File: config.mk
export PLATFORM = sky130hd
export DESIGN_NAME = sdram_dq_path
export DESIGN_NICKNAME = d
export VERILOG_FILES = /design/src/rtl/sdram_dq_pkg.sv /design/src/rtl/sdram_burst_ctr.sv /design/src/rtl/sdram_rd_align.sv /design/src/rtl/sdram_wr_drive.sv /design/src/rtl/sdram_dq_path.sv
export SDC_FILE = /design/constraint.sdc
export NUM_CORES = 1
export LEC_CHECK = 0
export BUFFER_PORTS_ARGS = -buffer_cell sky130_fd_sc_hd__buf_2
export CAP_MARGIN = 20
export CELL_PAD_IN_SITES_DETAIL_PLACEMENT = 1
export CELL_PAD_IN_SITES_GLOBAL_PLACEMENT = 1
export CORE_ASPECT_RATIO = 1.2
export CORE_UTILIZATION = 33
export CTS_CLUSTER_SIZE = 40
export DETAILED_ROUTE_END_ITERATION = 10
export PLACE_DENSITY = 0.95
export SYNTH_ARGS = -nofsm -noshare
export SYNTH_HDL_FRONTEND = slang
export SYNTH_SLANG_ARGS = --single-unit
export TNS_END_PERCENT = 100
File: constraint.sdc
create_clock -name clk_i -period 2.8 [get_ports clk_i]
set_input_delay 0.56 -clock clk_i [delete_from_list [all_inputs] [get_ports clk_i]]
set_output_delay 0.56 -clock clk_i [all_outputs]
set_load 0.01 [all_outputs]
File: src/rtl/sdram_dq_pkg.sv
package sdram_dq_pkg;

  localparam int unsigned BEAT_W = 4;

  typedef enum logic [2:0] {
    BL_ONE   = 3'd0,
    BL_TWO   = 3'd1,
    BL_FOUR  = 3'd2,
    BL_EIGHT = 3'd3,
    BL_PAGE  = 3'd7
  } bl_code_e;

  // codes 4..6 are reserved and fall back to one beat
  function automatic logic [BEAT_W-1:0] bl_beats(logic [2:0] code);
    case (code)
      BL_TWO:   bl_beats = BEAT_W'(2);
      BL_FOUR:  bl_beats = BEAT_W'(4);
      BL_EIGHT: bl_beats = BEAT_W'(8);
      default:  bl_beats = BEAT_W'(1);
    endcase
  endfunction

endpackage

File: src/rtl/sdram_burst_ctr.sv
module sdram_burst_ctr #(
  parameter int unsigned CNT_W = 4
) (
  input  logic             clk_i,
  input  logic             rst_ni,
  input  logic             start_i,
  input  logic             term_i,
  input  logic             cont_i,
  input  logic [CNT_W-1:0] len_i,
  output logic             beat_o
);

  logic [CNT_W-1:0] rem_q;
  logic             cont_q;
  logic             busy;

  assign busy   = (rem_q != '0) || cont_q;
  assign beat_o = !term_i && (start_i || busy);

  always_ff @(posedge clk_i or negedge rst_ni) begin
    if (!rst_ni) begin
      rem_q  <= '0;
      cont_q <= 1'b0;
    end else if (term_i) begin
      rem_q  <= '0;
      cont_q <= 1'b0;
    end else if (start_i) begin
      rem_q  <= cont_i ? '0 : len_i - CNT_W'(1);
      cont_q <= cont_i;
    end else if (rem_q != '0) begin
      rem_q  <= rem_q - CNT_W'(1);
    end
  end

  // a terminated burst stays idle until a new start
  p_term_idle_r6: assert property (@(posedge clk_i) disable iff (!rst_ni)
    ($past(term_i) && !start_i) |-> !beat_o);

endmodule

File: src/rtl/sdram_rd_align.sv
module sdram_rd_align #(
  parameter int unsigned DATA_W  = 32,
  parameter int unsigned LANES   = DATA_W / 8,
  parameter int unsigned MAX_CL  = 3,
  parameter int unsigned CL_W    = 2,
  parameter int unsigned DQM_LAT = 2
) (
  input  logic              clk_i,
  input  logic              rst_ni,
  input  logic              beat_i,
  input  logic [CL_W-1:0]   cas_lat_i,
  input  logic [LANES-1:0]  dqm_i,
  input  logic [DATA_W-1:0] dq_in_i,
  output logic [LANES-1:0]  live_lanes_o,
  output logic              rd_valid_o,
  output logic [DATA_W-1:0] rd_data_o,
  output logic [LANES-1:0]  rd_be_o
);

  logic [MAX_CL-1:0]               pipe_q;
  logic [DQM_LAT-1:0][LANES-1:0]   dqm_q;
  logic [LANES-1:0]                dqm_dly;
  logic                            on_bus;
  logic [DATA_W-1:0]               masked;

  always_ff @(posedge clk_i or negedge rst_ni) begin
    if (!rst_ni) begin
      pipe_q <= '0;
      dqm_q  <= '0;
    end else begin
      pipe_q[0] <= beat_i;
      for (int i = 1; i < MAX_CL; i++) pipe_q[i] <= pipe_q[i-1];
      dqm_q[0] <= dqm_i;
      for (int i = 1; i < DQM_LAT; i++) dqm_q[i] <= dqm_q[i-1];
    end
  end

  assign dqm_dly = dqm_q[DQM_LAT-1];

  // tap chosen by CAS latency; code 0 uses the first stage
  always_comb begin
    on_bus = pipe_q[0];
    for (int i = 1; i < MAX_CL; i++)
      if (int'(cas_lat_i) == i + 1) on_bus = pipe_q[i];
  end

  assign live_lanes_o = {LANES{on_bus}} & ~dqm_dly;

  for (genvar g = 0; g < LANES; g++) begin : g_lane
    assign masked[8*g +: 8] = dq_in_i[8*g +: 8] & {8{~dqm_dly[g]}};
  end

  always_ff @(posedge clk_i or negedge rst_ni) begin
    if (!rst_ni) begin
      rd_valid_o <= 1'b0;
      rd_data_o  <= '0;
      rd_be_o    <= '0;
    end else begin
      rd_valid_o <= on_bus;
      rd_data_o  <= on_bus ? masked : '0;
      rd_be_o    <= on_bus ? ~dqm_dly : '0;
    end
  end

  for (genvar g = 0; g < LANES; g++) begin : g_chk
    p_masked_zero_r5: assert property (@(posedge clk_i) disable iff (!rst_ni)
      (rd_valid_o && !rd_be_o[g]) |-> (rd_data_o[8*g +: 8] == 8'h00));
  end

endmodule

File: src/rtl/sdram_wr_drive.sv
module sdram_wr_drive #(
  parameter int unsigned DATA_W = 32,
  parameter int unsigned LANES  = DATA_W / 8
) (
  input  logic              beat_i,
  input  logic [LANES-1:0]  dqm_i,
  input  logic [DATA_W-1:0] wr_data_i,
  output logic [DATA_W-1:0] dq_out_o,
  output logic [LANES-1:0]  dq_oe_o
);

  assign dq_oe_o = {LANES{beat_i}} & ~dqm_i;

  for (genvar g = 0; g < LANES; g++) begin : g_lane
    assign dq_out_o[8*g +: 8] = wr_data_i[8*g +: 8] & {8{dq_oe_o[g]}};
  end

endmodule

File: src/rtl/sdram_dq_path.sv
module sdram_dq_path
  import sdram_dq_pkg::*;
#(
  parameter int unsigned DATA_W  = 32,
  parameter int unsigned MAX_CL  = 3,
  parameter int unsigned CL_W    = 2,
  parameter int unsigned DQM_LAT = 2
) (
  input  logic                  clk_i,
  input  logic                  rst_ni,
  input  logic [CL_W-1:0]       cas_lat_i,
  input  logic [2:0]            burst_code_i,
  input  logic                  wr_single_i,
  input  logic                  rd_cmd_i,
  input  logic                  wr_cmd_i,
  input  logic                  stop_cmd_i,
  input  logic                  pre_cmd_i,
  input  logic [DATA_W/8-1:0]   dqm_i,
  input  logic [DATA_W-1:0]     wr_data_i,
  input  logic [DATA_W-1:0]     dq_in_i,
  output logic [DATA_W-1:0]     dq_out_o,
  output logic [DATA_W/8-1:0]   dq_oe_o,
  output logic                  rd_valid_o,
  output logic [DATA_W-1:0]     rd_data_o,
  output logic [DATA_W/8-1:0]   rd_be_o
);

  localparam int unsigned LANES = DATA_W / 8;

  logic [BEAT_W-1:0] rd_len, wr_len;
  logic              page, rd_term, wr_term, rd_beat, wr_beat;
  logic [LANES-1:0]  live_lanes;

  assign page    = (burst_code_i == BL_PAGE);
  assign rd_len  = bl_beats(burst_code_i);
  assign wr_len  = wr_single_i ? BEAT_W'(1) : rd_len;
  assign rd_term = stop_cmd_i || pre_cmd_i || wr_cmd_i;
  assign wr_term = stop_cmd_i || pre_cmd_i || rd_cmd_i;

  sdram_burst_ctr #(.CNT_W(BEAT_W)) u_rd_ctr (
    .clk_i   (clk_i),
    .rst_ni  (rst_ni),
    .start_i (rd_cmd_i),
    .term_i  (rd_term),
    .cont_i  (page),
    .len_i   (rd_len),
    .beat_o  (rd_beat)
  );

  sdram_burst_ctr #(.CNT_W(BEAT_W)) u_wr_ctr (
    .clk_i   (clk_i),
    .rst_ni  (rst_ni),
    .start_i (wr_cmd_i),
    .term_i  (wr_term),
    .cont_i  (page && !wr_single_i),
    .len_i   (wr_len),
    .beat_o  (wr_beat)
  );

  sdram_rd_align #(
    .DATA_W (DATA_W), .LANES (LANES), .MAX_CL (MAX_CL),
    .CL_W (CL_W), .DQM_LAT (DQM_LAT)
  ) u_rd_align (
    .clk_i        (clk_i),
    .rst_ni       (rst_ni),
    .beat_i       (rd_beat),
    .cas_lat_i    (cas_lat_i),
    .dqm_i        (dqm_i),
    .dq_in_i      (dq_in_i),
    .live_lanes_o (live_lanes),
    .rd_valid_o   (rd_valid_o),
    .rd_data_o    (rd_data_o),
    .rd_be_o      (rd_be_o)
  );

  sdram_wr_drive #(.DATA_W (DATA_W), .LANES (LANES)) u_wr_drive (
    .beat_i    (wr_beat),
    .dqm_i     (dqm_i),
    .wr_data_i (wr_data_i),
    .dq_out_o  (dq_out_o),
    .dq_oe_o   (dq_oe_o)
  );

  // latency at CL=2, read issued three cycles back and not cancelled
  p_rd_lat_r1: assert property (@(posedge clk_i) disable iff (!rst_ni)
    (cas_lat_i == CL_W'(2) && $past(cas_lat_i, 3) == CL_W'(2) &&
     $past(rd_cmd_i && !rd_term, 3)) |-> rd_valid_o);

  // read mask acts on the beat reported three cycles later
  p_rd_mask_r5: assert property (@(posedge clk_i) disable iff (!rst_ni)
    rd_valid_o |-> (rd_be_o == ~$past(dqm_i, 3)));

  // at CL=3 the beat cancelled by a precharge never reports
  p_drain_r6: assert property (@(posedge clk_i) disable iff (!rst_ni)
    (cas_lat_i == CL_W'(3) && $past(cas_lat_i, 4) == CL_W'(3) &&
     $past(pre_cmd_i, 4)) |-> !rd_valid_o);

  // single-beat write mode leaves the bus one cycle after the command
  p_single_wr_r8: assert property (@(posedge clk_i) disable iff (!rst_ni)
    (wr_single_i && $past(wr_single_i) && $past(wr_cmd_i) && !wr_cmd_i)
      |-> (dq_oe_o == '0));

  // drivers never overlap unmasked returning read data
  p_no_contention_r10: assert property (@(posedge clk_i) disable iff (!rst_ni)
    (dq_oe_o & live_lanes) == '0);

endmodule

==> results.tsv <==
metric	value	unit
initial_utilization	0.346	
p_total	0.00183	W
crit_path_frequent_cell	sky130_fd_sc_hd__buf_2	
worstHoldPathType	in -> async	
routed_wire_length_per_instance	14.1	um
detailedPlacementHpwl	5.04	mm
routabilityCongestion	0.779	
tritoncts	built	
globalRouteTotalUtil	0.184	
synthesis.nets	276	
timing.setup.critical_path_class	in -> out	
floorplan.die_area	7620	sq um
number_of_global_route_vias_before_repair	2300	
worst_clock_skew	0.00867	ns
gr-usage-met1	0.180	
congestion_overflow_gr	0	
timing.critical_path.slowest_stage_cell	sky130_fd_sc_hd__or3_1	
grt_max_degree	26	
yosysTopAreaCellShare	0.604	
worst-endpoint-required	2.24	ns
dpl-instance-area	3260	sq um
floorplan.core_area	6940	sq um
netlist-cell-type-count	29	
arrival	2.06	ns
power.density	529	nW/um^2
setup_repair_after_global_routing_missed_its_margin	false	
power_leakage	1.95	nW
period_needed	2.62	ns
drt.antenna.violating_nets	0	
clkSlewWorstSetupHoldPaths	0.07	ns
register_area	1450	sq um
synth_seq_area_share	0.604	
syn_avg_cell_area	12.4	sq um
clock_tree.buffer_depth	2	
grt_pass1_wl	10.4	mm
worstSetupStartpointType	primary input	
worstPathCellList	buf_2 > or3_1 > a211oi_4 > and2_1 > buf_2	
synth-main-ff-cell	sky130_fd_sc_hd__dfrtp_1	
final-hold-violation-count	0	
route.vias.total	2045	
worst-slew-pin-transition	0.849	ns
setup_viol_count_final	0	
global_route.usage.met2	0.360	
fmaxAchievable	381	MHz
detail_route.drc_violations	0	
utilization_of_the_core_after_routing	0.499	
ys_warn_count	0	
post-route-period-util	0.936	
cts_made_buffers	9	
drv_slew	0	
io_pins	153	
place.port_buffers	152	
synthArstFlopShare	1.00	
share_of_cells_above_drive_strength_1	0.493	
htree_num_levels	3	
max-cap-violations	0	
rows	33	
wl	6.33	mm
dieHeight	95.4	um
clock-root-buffer	sky130_fd_sc_hd__clkbuf_8	
post_cts_hold_buffer_count	0	
yosys-top-cells-area	sky130_fd_sc_hd__dfrtp_1 (60%), sky130_fd_sc_hd__and2_1 (17%), sky130_fd_sc_hd__a211oi_4 (3.3%)	
global_route.peak_usage_layer	met2	
cp_max_fo	10	
net_count_of_the_finished_layout	439	
via_per_inst	4.56	
numClockSinks	58	
netlist_area	2400	sq um
slowest_delay	0.60	ns
fillerInstances	818	
area_growth	44.3	%
drt-initial-drc-count	41	
slew-limit-headroom	0.430	
cts_setup_buffers	0	
synth_edf_count	0	
antenna-diode-count	0	
worst_ir_drop_vdd	0.286	mV
chip_width	79.9	um
post-route-cell-area	3460	sq um
synth_area_leader_cell	sky130_fd_sc_hd__dfrtp_1	
outcome	complete, no violations	
post_cts_resize_count	0	
firstDrtPassIters	4	
timing.critical_path.to_type	output port	
clkLatencyLatePin	0.33	ns
antenna_found_initial	0	
fin_setup_tns	0	ns
postSynthCellCount	193	
multi_input_gate_area	890	sq um
yosys_register_bits	58	
globalRouteMet3Util	0.0545	
-- path summary, 6_finish.rpt --
kind,startpoint,to,slack (ns),cells after the start
setup / recovery,rd_cmd_i,dq_out_o[9],0.18,5
hold / removal,rst_ni,u_rd_align.rd_data_o[11],0.12,1
setup reg to reg,u_wr_ctr.rem_q[0],u_wr_ctr.rem_q[0],1.13,6
hold reg to reg,u_rd_align.dqm_q[0],u_rd_align.dqm_dly[0],0.35,0
max in group asynchronous,rst_ni,u_rd_align.pipe_q[2],2.04,2
min in group clk_i,u_rd_align.dqm_q[0],u_rd_align.dqm_dly[0],0.35,0
-- power breakdown --
group	internal [W]	switching (W)	leakage (nW)	total, W
Clock	0.000416	0.000355	0.0998	0.000771
Sequential	0.000865	0.00000915	0.777	0.000874
Combinational	0.0000887	0.0000986	1.07	0.000187
Total	0.00137	0.000463	1.95	0.00183
-- worst max-delay path, delay by kind of cell --
kind,cells,cell delay (ns)
simple gates,2,0.79
buf+inv,2,0.28
compound gates,1,0.43
-- metrics by stage --
stage / worst slack, ns / instances / hold WS (ns)
after floorplan: 0.485 / 193 / 0.264
after global placement: 0.216 / 432 / 0.335
after detailed placement: 0.165 / 432 / 0.336
after CTS: 0.167 / 448 / 0.105
after global routing: 0.0543 / 448 / 0.108
final: 0.178 / 448 / 0.118
-- final cells by class --
cell class,instances,share of cell area
repair buffers,156,0.228
inverters,6,0.00650
flip-flops and latches,58,0.419
multi-input cells,125,0.257
well taps,87,0.0314
clock buffers,9,0.0358
clock inverters,7,0.0224
-- Yosys cell counts (all sizes together) (3+ instances only) --
cell type	count
a211oi	11
a21oi	5
and2	64
buf	3
dfrtp	58
ha	3
inv	6
mux2i	4
nand2b	6
nor2	5
nor2b	3
nor3	3
or3	3
-- placed cells by master (no fill, tap or decap) --
cell	n
sky130_fd_sc_hd__buf_2	152
sky130_fd_sc_hd__and2_1	64
sky130_fd_sc_hd__dfrtp_1	58
sky130_fd_sc_hd__clkbuf_8	9
sky130_fd_sc_hd__a211oi_1	7
sky130_fd_sc_hd__inv_1	6
sky130_fd_sc_hd__nand2b_1	6
sky130_fd_sc_hd__nor2_1	5
sky130_fd_sc_hd__a21oi_1	5
sky130_fd_sc_hd__a211oi_4	4
sky130_fd_sc_hd__mux2i_1	4
sky130_fd_sc_hd__buf_4	4
sky130_fd_sc_hd__nor2b_1	3
sky130_fd_sc_hd__nor3_1	3
sky130_fd_sc_hd__ha_1	3
sky130_fd_sc_hd__clkinv_4	3
sky130_fd_sc_hd__or3_1	2
sky130_fd_sc_hd__nor4_1	2
sky130_fd_sc_hd__nand2_1	2
sky130_fd_sc_hd__nand3b_1	2
sky130_fd_sc_hd__a21o_1	2
sky130_fd_sc_hd__nand4_1	2
sky130_fd_sc_hd__nor4b_4	1
sky130_fd_sc_hd__nor3b_1	1
sky130_fd_sc_hd__nor4bb_1	1
sky130_fd_sc_hd__xnor2_1	1
sky130_fd_sc_hd__a22o_1	1
sky130_fd_sc_hd__a311oi_1	1
sky130_fd_sc_hd__o211ai_1	1
sky130_fd_sc_hd__or3_2	1
sky130_fd_sc_hd__a31oi_1	1
sky130_fd_sc_hd__bufinv_16	1
sky130_fd_sc_hd__clkinvlp_4	1
sky130_fd_sc_hd__inv_6	1
sky130_fd_sc_hd__clkinv_2	1
-- cells by family after synthesis --
logic type	share of synthesized area
AND/OR/NAND/NOR	0.250
flip-flops	0.604
AO/OA/AOI/OAI	0.0849
buffers and inverters	0.0250
multiplexers	0.0167
adder cells (fa/ha/maj)	0.0156
XOR/XNOR	0.00365
-- state kept, by name (all words and copies together) (netlist names) --
register               cells
u_rd_align.rd_be_o         4
u_rd_align.rd_data_o      32
u_rd_align.rd_valid_o      1
u_wr_ctr.rem_q             4
u_rd_align.pipe_q          3
u_rd_align.dqm_dly         4
u_rd_ctr.cont_q            1
u_rd_ctr.rem_q             4
u_wr_ctr.cont_q            1
u_rd_align.dqm_q           4
-- layer usage --
| metal | wire, um | part of all wire | vias up |
|---|---|---|---|
| met2 | 3510 | 0.55 | 98 |
| met4 | 84 | 0.013 | 0 |
| met1 | 2280 | 0.36 | 973 |
| li1 | - | - | 965 |
| met5 | 0 | 0 | - |
| met3 | 454 | 0.072 | 9 |
Power figures use the tool's default switching activity.
